File: config.mk
export PLATFORM = sky130hd
export DESIGN_NAME = snoop_resp_unit
export DESIGN_NICKNAME = d
export VERILOG_FILES = /design/src/rtl/snp_pkg.sv /design/src/rtl/snp_tag_array.sv /design/src/rtl/snp_lookup.sv /design/src/rtl/snp_hold_fsm.sv /design/src/rtl/snoop_resp_unit.sv
export SDC_FILE = /design/constraint.sdc
export NUM_CORES = 1
export LEC_CHECK = 0
export BUFFER_PORTS_ARGS = -buffer_cell sky130_fd_sc_hd__buf_2
export CORE_UTILIZATION = 50
export CTS_CLUSTER_SIZE = 8
export DETAILED_ROUTE_END_ITERATION = 16
export PLACE_DENSITY = 0.66
export REMOVE_ABC_BUFFERS = 1
export SLEW_MARGIN = 20
export SYNTH_ARGS = -nofsm -noshare
export SYNTH_HDL_FRONTEND = slang
export SYNTH_HIERARCHICAL = 1
export SYNTH_SLANG_ARGS = --single-unit
File: constraint.sdc
create_clock -name clk -period 1.9 [get_ports clk]
set_clock_uncertainty 0.05 [all_clocks]
set_input_delay 0.19 -clock clk [delete_from_list [all_inputs] [get_ports clk]]
set_output_delay 0.19 -clock clk [all_outputs]
set_load 0.05 [all_outputs]
File: src/rtl/snp_pkg.sv
package snp_pkg;

    typedef enum logic [0:0] {
        ST_OPEN = 1'b0,
        ST_HOLD = 1'b1
    } hold_st_t;

    localparam logic [1:0] LS_INVALID  = 2'b00;
    localparam logic [1:0] LS_MODIFIED = 2'b11;

    function automatic logic line_valid(input logic [1:0] st);
        return st[0];
    endfunction

    function automatic logic line_dirty(input logic [1:0] st);
        return st == LS_MODIFIED;
    endfunction

endpackage

File: src/rtl/snp_tag_array.sv
module snp_tag_array
    import snp_pkg::*;
#(
    parameter int IDX_W     = 4,
    parameter int TAG_W     = 23,
    parameter bit ALLOW_MOD = 1'b1
) (
    input  logic             clk,
    input  logic             rst_n,
    input  logic             wr_en,
    input  logic [IDX_W-1:0] wr_idx,
    input  logic [TAG_W-1:0] wr_tag,
    input  logic [1:0]       wr_state,
    input  logic             rd_en,
    input  logic [IDX_W-1:0] rd_idx,
    output logic [TAG_W-1:0] rd_tag,
    output logic [1:0]       rd_state
);
    localparam int DEPTH = 1 << IDX_W;

    logic [TAG_W-1:0] tag_q [DEPTH];
    logic [1:0]       st_q  [DEPTH];
    logic [1:0]       st_in;

    generate
        if (ALLOW_MOD) begin : g_full_state
            assign st_in = wr_state;
        end else begin : g_valid_only
            logic unused_dirty;
            assign unused_dirty = wr_state[1];
            assign st_in = {1'b0, wr_state[0]};
        end
    endgenerate

    always_ff @(posedge clk or negedge rst_n) begin
        if (!rst_n) begin
            for (int i = 0; i < DEPTH; i++) st_q[i] <= LS_INVALID;
        end else if (wr_en) begin
            st_q[wr_idx] <= st_in;
        end
    end

    always_ff @(posedge clk) begin
        if (wr_en) tag_q[wr_idx] <= wr_tag;
    end

    always_ff @(posedge clk or negedge rst_n) begin
        if (!rst_n) begin
            rd_state <= LS_INVALID;
            rd_tag   <= '0;
        end else if (rd_en) begin
            rd_state <= st_q[rd_idx];
            rd_tag   <= tag_q[rd_idx];
        end
    end

    generate
        if (!ALLOW_MOD) begin : g_chk_clean
            // a valid-only array never reports a dirty line
            a_r5_no_dirty_read: assert property (@(posedge clk) disable iff (!rst_n)
                !line_dirty(rd_state));
        end
    endgenerate

endmodule

File: src/rtl/snp_lookup.sv
module snp_lookup
    import snp_pkg::*;
#(
    parameter int ADDR_W = 32,
    parameter int OFS_W  = 5,
    parameter int IDX_W  = 4,
    localparam int TAG_W = ADDR_W - OFS_W - IDX_W
) (
    input  logic              clk,
    input  logic              rst_n,
    input  logic              admit,
    input  logic [ADDR_W-1:0] snp_addr,
    input  logic              fill_we,
    input  logic              fill_icache,
    input  logic [IDX_W-1:0]  fill_idx,
    input  logic [TAG_W-1:0]  fill_tag,
    input  logic [1:0]        fill_state,
    output logic              res_valid,
    output logic              res_hit,
    output logic              res_mod
);
    localparam int NCACHE = 2;

    logic              s1_valid, s2_valid;
    logic [IDX_W-1:0]  s1_idx;
    logic [TAG_W-1:0]  s1_tag, s2_tag;
    logic [TAG_W-1:0]  rd_tag [NCACHE];
    logic [1:0]        rd_st  [NCACHE];
    logic [NCACHE-1:0] way_hit;
    logic              unused_ofs;

    assign unused_ofs = ^snp_addr[OFS_W-1:0];

    // stage 1: capture the split address
    always_ff @(posedge clk or negedge rst_n) begin
        if (!rst_n) begin
            s1_valid <= 1'b0;
            s1_idx   <= '0;
            s1_tag   <= '0;
        end else begin
            s1_valid <= admit;
            if (admit) begin
                s1_idx <= snp_addr[OFS_W +: IDX_W];
                s1_tag <= snp_addr[ADDR_W-1 -: TAG_W];
            end
        end
    end

    // stage 2: tag read (inside the arrays), tag carried along
    always_ff @(posedge clk or negedge rst_n) begin
        if (!rst_n) begin
            s2_valid <= 1'b0;
            s2_tag   <= '0;
        end else begin
            s2_valid <= s1_valid;
            if (s1_valid) s2_tag <= s1_tag;
        end
    end

    generate
        for (genvar c = 0; c < NCACHE; c++) begin : g_cache
            snp_tag_array #(
                .IDX_W    (IDX_W),
                .TAG_W    (TAG_W),
                .ALLOW_MOD(c == 0)
            ) u_arr (
                .clk     (clk),
                .rst_n   (rst_n),
                .wr_en   (fill_we && (fill_icache == (c == 1))),
                .wr_idx  (fill_idx),
                .wr_tag  (fill_tag),
                .wr_state(fill_state),
                .rd_en   (s1_valid),
                .rd_idx  (s1_idx),
                .rd_tag  (rd_tag[c]),
                .rd_state(rd_st[c])
            );
            assign way_hit[c] = s2_valid && line_valid(rd_st[c]) && (rd_tag[c] == s2_tag);
        end
    endgenerate

    assign res_valid = s2_valid;
    assign res_hit   = |way_hit;
    assign res_mod   = way_hit[0] && line_dirty(rd_st[0]);

    // every admitted strobe advances one stage per clock
    a_r12_stage_advance: assert property (@(posedge clk) disable iff (!rst_n)
        admit |=> s1_valid);
    a_r12_read_advance: assert property (@(posedge clk) disable iff (!rst_n)
        s1_valid |=> res_valid);

endmodule

File: src/rtl/snp_hold_fsm.sv
module snp_hold_fsm
    import snp_pkg::*;
(
    input  logic clk,
    input  logic rst_n,
    input  logic strobe,
    input  logic res_valid,
    input  logic res_mod,
    input  logic wb_done,
    output logic admit,
    output logic hitm_n,
    output logic overrun
);
    hold_st_t state_q, state_d;
    logic     mod_hit;

    assign mod_hit = res_valid && res_mod;

    always_ff @(posedge clk or negedge rst_n) begin
        if (!rst_n) state_q <= ST_OPEN;
        else        state_q <= state_d;
    end

    always_comb begin
        state_d = state_q;
        unique case (state_q)
            ST_OPEN: if (mod_hit)                state_d = ST_HOLD;
            ST_HOLD: if (wb_done && !mod_hit)    state_d = ST_OPEN;
            default:                             state_d = ST_OPEN;
        endcase
    end

    always_comb begin
        hitm_n = (state_q != ST_HOLD);
        admit  = strobe && (state_q == ST_OPEN);
    end

    always_ff @(posedge clk or negedge rst_n) begin
        if (!rst_n)                               overrun <= 1'b0;
        else if (strobe && state_q == ST_HOLD)    overrun <= 1'b1;
    end

    // the hold persists until a done pulse arrives
    a_r7_hold_until_done: assert property (@(posedge clk) disable iff (!rst_n)
        (!hitm_n && !wb_done) |=> !hitm_n);
    // overrun is sticky
    a_r8_overrun_sticky: assert property (@(posedge clk) disable iff (!rst_n)
        overrun |=> overrun);

endmodule

File: src/rtl/snoop_resp_unit.sv
module snoop_resp_unit
    import snp_pkg::*;
#(
    parameter int ADDR_W = 32,
    parameter int OFS_W  = 5,
    parameter int IDX_W  = 4,
    localparam int TAG_W = ADDR_W - OFS_W - IDX_W
) (
    input  logic              clk,
    input  logic              rst_n,
    input  logic              snp_strb_n,
    input  logic [ADDR_W-1:0] snp_addr,
    input  logic              fill_we,
    input  logic              fill_icache,
    input  logic [IDX_W-1:0]  fill_idx,
    input  logic [TAG_W-1:0]  fill_tag,
    input  logic [1:0]        fill_state,
    input  logic              wb_done,
    output logic              hit_n,
    output logic              hitm_n,
    output logic              overrun
);
    logic admit, res_valid, res_hit, res_mod;

    snp_hold_fsm u_fsm (
        .clk      (clk),
        .rst_n    (rst_n),
        .strobe   (!snp_strb_n),
        .res_valid(res_valid),
        .res_mod  (res_mod),
        .wb_done  (wb_done),
        .admit    (admit),
        .hitm_n   (hitm_n),
        .overrun  (overrun)
    );

    snp_lookup #(
        .ADDR_W(ADDR_W),
        .OFS_W (OFS_W),
        .IDX_W (IDX_W)
    ) u_look (
        .clk        (clk),
        .rst_n      (rst_n),
        .admit      (admit),
        .snp_addr   (snp_addr),
        .fill_we    (fill_we),
        .fill_icache(fill_icache),
        .fill_idx   (fill_idx),
        .fill_tag   (fill_tag),
        .fill_state (fill_state),
        .res_valid  (res_valid),
        .res_hit    (res_hit),
        .res_mod    (res_mod)
    );

    always_ff @(posedge clk or negedge rst_n) begin
        if (!rst_n)         hit_n <= 1'b1;
        else if (res_valid) hit_n <= !res_hit;
    end

    // hit_n moves only when a lookup completes
    a_r4_hit_holds: assert property (@(posedge clk) disable iff (!rst_n)
        !res_valid |=> $stable(hit_n));
    // modified-hit never asserts without the hit output
    a_r6_hitm_with_hit: assert property (@(posedge clk) disable iff (!rst_n)
        $fell(hitm_n) |-> !hit_n);
    // a strobe during the hold is recorded
    a_r8_refused_flagged: assert property (@(posedge clk) disable iff (!rst_n)
        (!hitm_n && !snp_strb_n) |=> overrun);
    // a done pulse outside a hold leaves hitm_n high
    a_r13_idle_done: assert property (@(posedge clk) disable iff (!rst_n)
        (hitm_n && wb_done && !(res_valid && res_mod)) |=> hitm_n);

endmodule

After elaboration in Yosys (flattened, before gate mapping)

Memories as Yosys holds them, arrays and structs flattened. A register that Yosys moved wholly into a read port is not among the register bits.
Index checks and enable logic that the tools add are counted.

Bits in registers: 122
Memory bits (writable): 736
Bits of input ports: 67
Logic and storage cells: 89
Memories kept: 2

Order comparisons: 3
Eq/ne operators: 3
Multiplexer cells: 17
Bitwise operators: 4
Reductions and logical operators: 18

Memories:

| memory                        | words | bits a word | rd ports | clocked after Yosys merged registers in | write ports | RTL line            | source |
|---|---|---|---|---|---|---|---|
| u_look.g_cache[0].u_arr.tag_q | 16    | 23          | 1        | 1                                       | 1           | snp_tag_array.sv:21 | `logic [TAG_W-1:0] tag_q [DEPTH];` |
| u_look.g_cache[1].u_arr.tag_q | 16    | 23          | 1        | 1                                       | 1           | snp_tag_array.sv:21 |  |

Operators with widths:

| cell               | count |
|---|---|
| $bwmux 32          | 2 |
| $eq 23x23->1       | 2 |
| $bmux 2 s4         | 2 |
| $logic_and 1x1->1  | 12 |
| $ge 5x5->1 const B | 2 |
| $not 4->5          | 2 |
| $demux 2 s4        | 1 |
| $mux 1             | 8 |
| $mux 2             | 3 |
| $logic_not 1->1    | 5 |
| $lt 5x1->1 const B | 1 |
| $eq 2x2->1 const B | 1 |
| $not 1->1          | 2 |
| $pmux 1 s2         | 1 |
| $reduce_or 2->1    | 1 |

Logic depth before layout (Yosys ltp)

Gate-level depths: netlist of run 1.

Depth in word-level cells: 8
Depth in mapped cells: 6
Mapped depth without buffers: 6

Cells and area by module

The synthesis of run 1 kept the hierarchy.

Modules (own cells, without submodules):

| module                                  | times used | cells each | area each (um^2) | seq. area each (um^2) |
|---|---|---|---|---|
| snp_tag_array (u_look.g_cache[0].u_arr) | 1          | 729        | 16587.2          | 12477.0 |
| snp_tag_array (u_look.g_cache[1].u_arr) | 1          | 683        | 16022.9          | 12051.6 |
| snp_lookup                              | 1          | 176        | 2422.3           | 1301.2 |
| snp_hold_fsm                            | 1          | 7          | 81.3             | 50.0 |
| snoop_resp_unit                         | 1          | 4          | 38.8             | 26.3 |

Worst setup path before layout of run 1

OpenSTA, ideal clock, no wires.

Path kind: in2reg
Start: input port fill_we
End: register u_look/g_cache[0].u_arr/st_q[22] in the netlist's numbering
Library setup time: 125 ps
Arrival: 2787 ps
Required time: 1725 ps
Setup slack: -1062 ps
Cell stages on the path: 4
Path through: nor2b_1 nand3b_1 nor3_1 mux2_2

Word-level cells in the longest chain between the ends: 1

Ends and longest elaborated chain:

| item                            | RTL line              | source |
|---|---|---|
| from (decl)                     | snoop_resp_unit.sv:13 | `input logic fill_we,` |
| $logic_and 1x1->1               | snp_lookup.sv:69      | `.wr_en (fill_we && (fill_icache == (c == 1))),` |
| to (signal, indexed assignment) | snp_tag_array.sv:39   | `st_q[wr_idx] <= st_in;` |
| to (decl)                       | snp_tag_array.sv:22   | `logic [1:0] st_q [DEPTH];` |

Every way passes these cells.
A chain may end at the register's enable or synchronous reset.

==> impl_metrics.json, run 1 <==
{
  "period_needed_ns": 1.899,
  "first_pass_iters": 5,
  "fin_util": 0.6182,
  "finish.net_count": 2008,
  "cts_sinks": 888,
  "grt_overflow": 0,
  "crit_chain": "buf_12, buf_12, mux4_2, mux2i_2, a221oi_2",
  "area_growth_pct": 21.51,
  "wl_met2_mm": 38.08,
  "die_height_um": 267.1,
  "vias": 17440,
  "cp_data_arrival_time_ns": 2.38,
  "clockRootBuffer": "clkbuf_16",
  "cp.required_ns": 2.38,
  "drive_gt1_frac": 0.3683,
  "gp_congestion": 0.7570,
  "ir_worst_vdd_mv": 0.6647,
  "finalHoldViolations": 0,
  "cpMaxStageDelayCell": "mux4_2",
  "cpPeakStageDelay_ns": 0.53,
  "crit_path_start_kind": "register",
  "p_per_area_nw_per_um2": 1101,
  "worst_path_most_repeated_cell": "buf_12",
  "maxCapViolCount": 0,
  "grt_usage": 0.2291,
  "wl_met1_mm": 35.22,
  "slew_headroom": 0.5814,
  "grt_max_degree": 61,
  "start_util": 0.5088,
  "wl_per_cell_um": 26.90,
  "tightest_slew_ns": 0.6279,
  "core_um2": 69070,
  "synth_area_um2": 35140,
  "regArea_um2": 25930,
  "grt_pass1_wl_mm": 118.4,
  "crit_type": "reg2reg",
  "setup_viol": 0,
  "cts_buffers": 120,
  "multi_input_area_um2": 8655,
  "grt_pass1_vias": 18430,
  "drv_slew": 0,
  "setup_tns_ns": 0,
  "drt_iter0_markers": 1400,
  "clkLatencyLatePin_ns": 0.67,
  "clk_pin_slew_ns": 0.05,
  "routed_wl_mm": 80.10,
  "rows": 96,
  "avgSynthCellArea_um2": 22.00,
  "min_period_over_period": 0.9996,
  "hpwlAfterDp_mm": 48.73,
  "n_fill_cell": 4750,
  "antenna_found_initial": 2,
  "ant_nets": 0,
  "power_mw": 47.03,
  "cts_buffer_depth": 3,
  "met3_length_mm": 5.489,
  "timing.fmax_ghz": 0.5265,
  "tritoncts": "done",
  "n_antenna_cell": 0,
  "ioPinCount": 70,
  "routed_via_density": 5.857,
  "rsz0062_at_grt": "yes",
  "hp-class": "in2reg",
  "fp.dieW_um": 267.1,
  "maxUsedRoutingLayer": "met5",
  "yosysWarnings": 6,
  "worst-path-max-fanout": 13,
  "p_leak_nw": 14.66,
  "port-buffer-count": 64,
  "endpoint_kind": "register",
  "outcome": "completed",
  "drc": 0,
  "design.die.area_um2": 71350,
  "ctsHtreeMaxLevel": 3,
  "syn_inst": 1597
}
-- per-layer routing --
layer  GRT usage  vias to the layer above
li1            -                     7386
met1      0.3335                     9385
met2      0.3566                      579
met3     0.04386                       89
met4     0.06368                        2
met5           0                        -
-- report_power, final --
part / internal (mW) / switching, mW / total [mW]
clock: 12.0 / 7.70 / 19.7
combinational: 2.46 / 2.40 / 4.86
sequential: 21.9 / 0.606 / 22.5
-- layout by cell type, fill, tap and decap left out, types with 9 or more instances in the layout --
| cell type | instances |
|---|---|
| mux2_2 | 70 |
| edfxtp_1 | 736 |
| mux4_1 | 31 |
| dfrtp_1 | 145 |
| mux4_2 | 165 |
| o22ai_1 | 33 |
| dlygate4sd3_1 | 43 |
| clkbuf_1 | 103 |
| nor4_1 | 9 |
| nor2_4 | 10 |
| mux2i_1 | 35 |
| clkbuf_16 | 124 |
| o22ai_2 | 16 |
| nor2_1 | 50 |
| a221oi_2 | 46 |
| buf_6 | 11 |
| mux2_1 | 28 |
| xor2_1 | 46 |
| buf_12 | 84 |
| buf_2 | 62 |
| buf_4 | 104 |
-- flip-flops by register name, indices dropped and copies added, names as in the netlist --
register,count
u_look/g_cache.u_arr/tag_q,736
u_look/g_cache.u_arr/st_q,48
u_look/g_cache.u_arr/rd_tag,46
u_look/s1_tag,23
u_look/s2_tag,23
u_look/s1_idx,4
u_look/g_cache.u_arr/rd_state,3
hit_n,1
u_fsm/overrun,1
u_fsm/state_q,1
u_look/res_valid,1
u_look/s1_valid,1
-- critical path, delay by kind of cell (launching register included) --
kind	cells	cell delay (ns)
flip-flops	1	0.52
multiplexers	2	0.73
buffers and inverters	2	0.35
AO/OA/AOI/OAI	1	0.08
-- final timing paths --
path / slack (ns) / start / to / depth (start not counted)
max reg2reg: 0.0008 / u_look/s1_idx[2]$_DFFE_PN0P_ / u_look/g_cache[0].u_arr/rd_tag[15]$_DFFE_PN0P_ / 5
max: 0.0008 / u_look/s1_idx[2]$_DFFE_PN0P_ / u_look/g_cache[0].u_arr/rd_tag[15]$_DFFE_PN0P_ / 5
min: 0.01 / fill_tag[15] / u_look/g_cache[0].u_arr/tag_q[8][15]$_DFFE_PP_ / 1
max in group asynchronous: 1.32 / rst_n / u_fsm/state_q$_DFF_PN0_ / 3
min reg2reg: 0.41 / u_fsm/overrun$_DFFE_PN0P_ / u_fsm/overrun$_DFFE_PN0P_ / 1
min in group asynchronous: 0.08 / rst_n / u_look/g_cache[0].u_arr/st_q[11]$_DFFE_PN0P_ / 3
-- timing repair --
item	CTS	global route
hold buffers	44	0
pin swaps	3	4
endpoints found under the hold margin	492	0
gates cloned	1	2
endpoints found under the setup margin	26	44
resized for setup	23	64
buffers inserted	10	11
-- per-stage QoR --
| step | setup WS [ns] | instances | cell area, µm² | hold slack [ns] |
|---|---|---|---|---|
| detailed placement | -0.08271 | 2682 | 38310 | 0.04332 |
| finish | 0.0007616 | 2978 | 42700 | 0.01177 |
| global placement | -0.06263 | 2682 | 38310 | 0.04098 |
| global route | -0.06217 | 2978 | 42700 | 0.02971 |
| floorplan | -5.006 | 1509 | 34240 | -0.1556 |
| CTS | -0.02883 | 2965 | 42410 | 0.001874 |
-- cell type report --
| cell class | count | area share |
|---|---|---|
| timing repair buffer | 310 | 0.08120 |
| sequential | 888 | 0.6072 |
| multi-input combinational | 618 | 0.2027 |
| clock inverter | 3 | 0.0007912 |
| inverter | 3 | 0.0003223 |
| clock buffer | 225 | 0.08055 |
| tap | 931 | 0.02728 |
No activity file was read; power rests on OpenSTA's default activity.
==> inputs of run 2 (changes only) <==
--- a/config.mk
+++ b/config.mk
@@ -6,6 +6,7 @@
 export NUM_CORES = 1
 export LEC_CHECK = 0
 export BUFFER_PORTS_ARGS = -buffer_cell sky130_fd_sc_hd__buf_2
+export CAP_MARGIN = 20
 export CORE_UTILIZATION = 50
 export CTS_CLUSTER_SIZE = 8
 export DETAILED_ROUTE_END_ITERATION = 16
==> constraint.sdc (replaced) <==
create_clock -name clk -period 2.4 [get_ports clk]
set_clock_uncertainty 0.05 [all_clocks]
set_input_delay 0.24 -clock clk [delete_from_list [all_inputs] [get_ports clk]]
set_output_delay 0.24 -clock clk [all_outputs]
set_load 0.05 [all_outputs]
==> run 2 against run 1 <==
Compared with the run above: count of clock-buffer cells in the layout shrank 5; register-to-register slack gained 0.28 ns; total power shrank 22%; non-clock buffer count shrank 110; via count shrank 2.5%; combinational power shrank 33%; sequential cell count is the same; first-iteration DRC count grew 2.4%; largest power group unchanged; highest routed layer unchanged.
==> impl_metrics.json, run 2 (synthesized netlist as in run 1, its figures left out) <==
{
  "outcome": "completed",
  "top_register": "u_look/g_cache.u_arr/tag_q",
  "vias": 17000,
  "start_util": 0.5088,
  "clkLatencyLatePin_ns": 0.67,
  "ant_nets": 0,
  "min_period_over_period": 0.8823,
  "largest_register_ffs": 736,
  "core_um2": 69070,
  "p_per_area_nw_per_um2": 891.9,
  "wl_per_cell_um": 27.57,
  "grt_pass1_vias": 18210,
  "cts_setup_buffers": 0,
  "final_common_cell": "edfxtp_1",
  "grt_max_degree": 71,
  "drc": 0,
  "clk_pin_slew_ns": 0.06,
  "rows": 96,
  "cts_resized": 0,
  "hp-class": "in2reg",
  "crit_chain": "buf_12, buf_12, mux4_1, mux2i_1, a221oi_2",
  "rsz0062_at_grt": "no",
  "cts_sinks": 888,
  "worst-path-max-fanout": 21,
  "n_fill_cell": 4903,
  "cpMaxStageDelayCell": "dfrtp_4",
  "drive_gt1_frac": 0.3066,
  "maxCapViolCount": 0,
  "cp_data_arrival_time_ns": 2.60,
  "setup_viol": 0,
  "layoutNonFillerInstCount": 2865,
  "p_leak_nw": 14.06,
  "power_mw": 36.72,
  "cts_buffers": 120,
  "placed_cell_area_um2": 37360,
  "fp.dieW_um": 267.1,
  "antenna_found_initial": 2,
  "gp_congestion": 0.7795,
  "final_cell_mix": "736 x edfxtp_1, 146 x dfrtp_1, 137 x mux4_2, 122 x clkbuf_16, 98 x clkbuf_1",
  "grt_pass1_wl_mm": 117.4,
  "fin_util": 0.5961,
  "ctsHtreeMaxLevel": 3,
  "die_height_um": 267.1,
  "period_needed_ns": 2.117,
  "stdcell_area_um2": 41170,
  "slew_headroom": 0.2842,
  "tritoncts": "done",
  "dpl.cell_count": 2609,
  "worst_path_most_repeated_cell": "buf_12",
  "reg.largest.list": "u_look/g_cache.u_arr/tag_q: 736 flops, u_look/g_cache.u_arr/st_q: 48 flops, u_look/g_cache.u_arr/rd_tag: 46 flops",
  "routed_wl_mm": 78.99,
  "drv_slew": 0,
  "cts_buffer_depth": 3,
  "finalHoldViolations": 0,
  "n_antenna_cell": 0,
  "timing.fmax_ghz": 0.4723,
  "cp.required_ns": 2.89,
  "setup_tns_ns": 0,
  "grt_overflow": 0,
  "routed_via_density": 5.935,
  "grt_usage": 0.2296,
  "ioPinCount": 70,
  "area_growth_pct": 17.16,
  "crit_type": "reg2reg",
  "cpPeakStageDelay_ns": 0.60,
  "port-buffer-count": 64,
  "tightest_slew_ns": 1.074,
  "finish.net_count": 1898,
  "first_pass_iters": 5,
  "crit_family": "multiplexers",
  "crit_path_start_kind": "register",
  "critPathBufInv": 2,
  "hpwlAfterDp_mm": 45.83,
  "ir_worst_vdd_mv": 0.6687,
  "design.die.area_um2": 71350,
  "clockRootBuffer": "clkbuf_16",
  "drt_iter0_markers": 1433,
  "endpoint_kind": "register"
}
run 2: cell count changes in the layout (fill, tap and decap cells not counted), sizes merged:
| cell | change |
|---|---|
| buf | -95 |
| bufbuf | -1 |
| clkbuf | -7 |
| dlygate4sd3 | -12 |
| inv | +2 |
run 2: per-layer routing:
layer	routed length [µm]	GRT usage	vias to the layer above
met4	1260	0.05374	4
met2	37360	0.3563	661
met1	34060	0.3308	9063
li1	-	-	7176
met3	6286	0.05618	99
met5	25	0	-
run 2: through the flow:
| step | setup slack [ns] | hold WS (ns) |
|---|---|---|
| finish | 0.2826 | 0.03080 |
| global route | 0.1902 | 0.02389 |
| CTS | 0.2683 | 0.005643 |
| detailed placement | 0.2284 | 0.2596 |
| global placement | 0.2677 | 0.2467 |
| floorplan | -4.506 | -0.1056 |
run 2: path summary, 6_finish.rpt:
path                                                   start                                               to  slack [ns]  cells past startpoint
worst max-delay path            u_look/s1_idx[2]$_DFFE_PN0P_   u_look/g_cache[1].u_arr/rd_tag[11]$_DFFE_PN0P_        0.28                      5
worst min-delay path                            fill_tag[18]  u_look/g_cache[1].u_arr/tag_q[11][18]$_DFFE_PP_        0.03                      1
worst max register to register  u_look/s1_idx[2]$_DFFE_PN0P_   u_look/g_cache[1].u_arr/rd_tag[11]$_DFFE_PN0P_        0.28                      5
worst min register to register     u_fsm/overrun$_DFFE_PN0P_                        u_fsm/overrun$_DFFE_PN0P_        0.41                      1
max in group asynchronous                              rst_n                     u_look/s1_idx[2]$_DFFE_PN0P_        1.44                      3
min in group asynchronous                              rst_n     u_look/g_cache[0].u_arr/st_q[23]$_DFFE_PN0P_        0.11                      2
run 2: timing repair:
action,4_1_cts,5_1_grt
hold buffers,31,0
hold endpoints to repair,99,0
endpoints found under the setup margin,0,0
run 2: area by class of cell:
cell class	count	area, µm²	share of cell area
Sequential cell	888	25920	0.6297
Multi-Input combinational cell	618	8509	0.2067
Clock buffer	220	3421	0.08309
Timing Repair Buffer	200	2063	0.05011
Tap cell	931	1165	0.02829
Clock inverter	5	76.32	0.001854
Inverter	3	11.26	0.0002735
run 2: power by group:
part / internal, mW / total (mW) / switching [mW]
Clock: 9.47 / 15.6 / 6.11
Sequential: 17.3 / 17.9 / 0.517
Combinational: 1.57 / 3.28 / 1.71
Total: 28.4 / 36.7 / 8.34
==> inputs of run 3 (changes only) <==
--- a/config.mk
+++ b/config.mk
@@ -10,6 +10,7 @@
 export CORE_UTILIZATION = 50
 export CTS_CLUSTER_SIZE = 8
 export DETAILED_ROUTE_END_ITERATION = 16
+export MAX_ROUTING_LAYER = met4
 export PLACE_DENSITY = 0.66
 export REMOVE_ABC_BUFFERS = 1
 export SLEW_MARGIN = 20
==> run 3 against run 2 <==
Compared with the run above: global-route usage increased by 0.72 points; non-clock buffer count did not move; hold slack improved by 0.00093 ns; critical path type unchanged; largest cell class unchanged; largest power group unchanged; highest routed layer is now met4.
==> impl_metrics.json, run 3 (synthesized netlist as in run 1, its figures left out) <==
{
  "crit_path_start_kind": "register",
  "maxCapViolCount": 0,
  "dp_slack_ns": 0.2284,
  "final_cell_mix": "736 x edfxtp_1, 146 x dfrtp_1, 137 x mux4_2, 122 x clkbuf_16, 98 x clkbuf_1",
  "area_growth_pct": 17.17,
  "reg2reg_depth": 5,
  "cts_sinks": 888,
  "finalHoldViolations": 0,
  "wl_per_cell_um": 27.55,
  "core_um2": 69070,
  "ir_worst_vdd_mv": 0.6697,
  "multi_input_area_um2": 8509,
  "p_per_area_nw_per_um2": 891.9,
  "reg.largest.list": "u_look/g_cache.u_arr/tag_q: 736 flops, u_look/g_cache.u_arr/st_q: 48 flops, u_look/g_cache.u_arr/rd_tag: 46 flops",
  "ctsHtreeMaxLevel": 3,
  "p_leak_nw": 14.06,
  "rsz0062_at_grt": "no",
  "layoutNonFillerInstCount": 2867,
  "period_needed_ns": 2.111,
  "grt_pass1_wl_mm": 117.4,
  "cp.required_ns": 2.89,
  "gp_congestion": 0.7902,
  "routed_via_density": 5.932,
  "rows": 96,
  "first_pass_iters": 5,
  "fin_ws_ns": 0.2888,
  "grt_max_degree": 71,
  "setup_viol": 0,
  "clk_pin_slew_ns": 0.06,
  "largest_register_ffs": 736,
  "hp-class": "in2reg",
  "endpoint_kind": "register",
  "drive_gt1_frac": 0.3066,
  "clkLatencyLatePin_ns": 0.67,
  "cts_buffers": 120,
  "die_height_um": 267.1,
  "vias": 17010,
  "outcome": "completed",
  "cts_buffer_depth": 3,
  "min_period_over_period": 0.8797,
  "crit_type": "reg2reg",
  "tritoncts": "done",
  "n_fill_cell": 4901,
  "timing.fmax_ghz": 0.4737,
  "grt_usage": 0.2368,
  "dpl.cell_count": 2609,
  "drv_slew": 0,
  "final_common_cell": "edfxtp_1",
  "slew_headroom": 0.2833,
  "top_register": "u_look/g_cache.u_arr/tag_q",
  "power_mw": 36.72,
  "tightest_slew_ns": 1.075,
  "grt_pass1_vias": 18240,
  "finish.net_count": 1898,
  "hpwlAfterDp_mm": 45.83,
  "antenna_found_initial": 2,
  "design.die.area_um2": 71350,
  "port-buffer-count": 64,
  "worst-path-max-fanout": 21,
  "hold_depth": 1,
  "clockRootBuffer": "clkbuf_16",
  "ioPinCount": 70,
  "grt_overflow": 0,
  "fp.dieW_um": 267.1,
  "routed_wl_mm": 78.97,
  "ant_nets": 0,
  "start_util": 0.5088,
  "drt_iter0_markers": 1569,
  "regArea_um2": 25920,
  "cp_data_arrival_time_ns": 2.60,
  "drc": 0
}
## run 3: routing by layer
| metal | routed length [µm] | share of wire | GRT usage |
|---|---|---|---|
| met1 | 33990 | 0.43 | 0.3312 |
| met2 | 37430 | 0.47 | 0.3567 |
| met3 | 6306 | 0.080 | 0.05581 |
| met4 | 1254 | 0.016 | 0.05374 |
| met5 | 0 | 0 | - |
## run 3: critical path: stages (launching register included)
cell      delay (ns)
dfrtp_4         0.61
buf_12          0.26
buf_12          0.19
mux4_1          0.56
mux2i_1         0.20
a221oi_2        0.10
## run 3: worst paths after layout
check                                        startpoint                                               to  slack, ns
max reg2reg                u_look/s1_idx[2]$_DFFE_PN0P_   u_look/g_cache[1].u_arr/rd_tag[11]$_DFFE_PN0P_       0.29
min reg2reg                   u_fsm/overrun$_DFFE_PN0P_                        u_fsm/overrun$_DFFE_PN0P_       0.41
min                                        fill_tag[18]  u_look/g_cache[1].u_arr/tag_q[11][18]$_DFFE_PP_       0.03
max in group asynchronous                         rst_n                     u_look/s1_idx[2]$_DFFE_PN0P_       1.44
min in group asynchronous                         rst_n     u_look/g_cache[0].u_arr/st_q[23]$_DFFE_PN0P_       0.11
max                        u_look/s1_idx[2]$_DFFE_PN0P_   u_look/g_cache[1].u_arr/rd_tag[11]$_DFFE_PN0P_       0.29
## run 3: cell type report
type / count / share of cell area
diodes: 2 / 0.0001215
clock buffers: 220 / 0.08308
clock inverters: 5 / 0.001854
inverters: 3 / 0.0002735
multi-input cells: 618 / 0.2067
flip-flops and latches: 888 / 0.6296
well taps: 931 / 0.02829
repair buffers: 200 / 0.05011
## run 3: timing repair
action,4_1_cts,5_1_grt
hold endpoints to repair,99,0
gates resized for setup,0,0
setup buffers,0,0
hold buffers,31,0
## run 3: where the power goes
part           internal, mW  leakage [nW]  switching (mW)
clock network          9.47          1.65            6.12
logic                  1.57          3.98            1.71
registers              17.3          8.42           0.517
## run 3: stage by stage
stage                     hold WS, ns    util  setup TNS [ns]  area (µm²)
after detailed placement       0.2596  0.5410               0       37360
after CTS                    0.005643  0.5961               0       41170
after floorplan               -0.1056       -         -292.99       34240
final                         0.03173  0.5962               0       41180
after global placement         0.2467  0.5410               0       37360
after global routing          0.02387  0.5962               0       41180
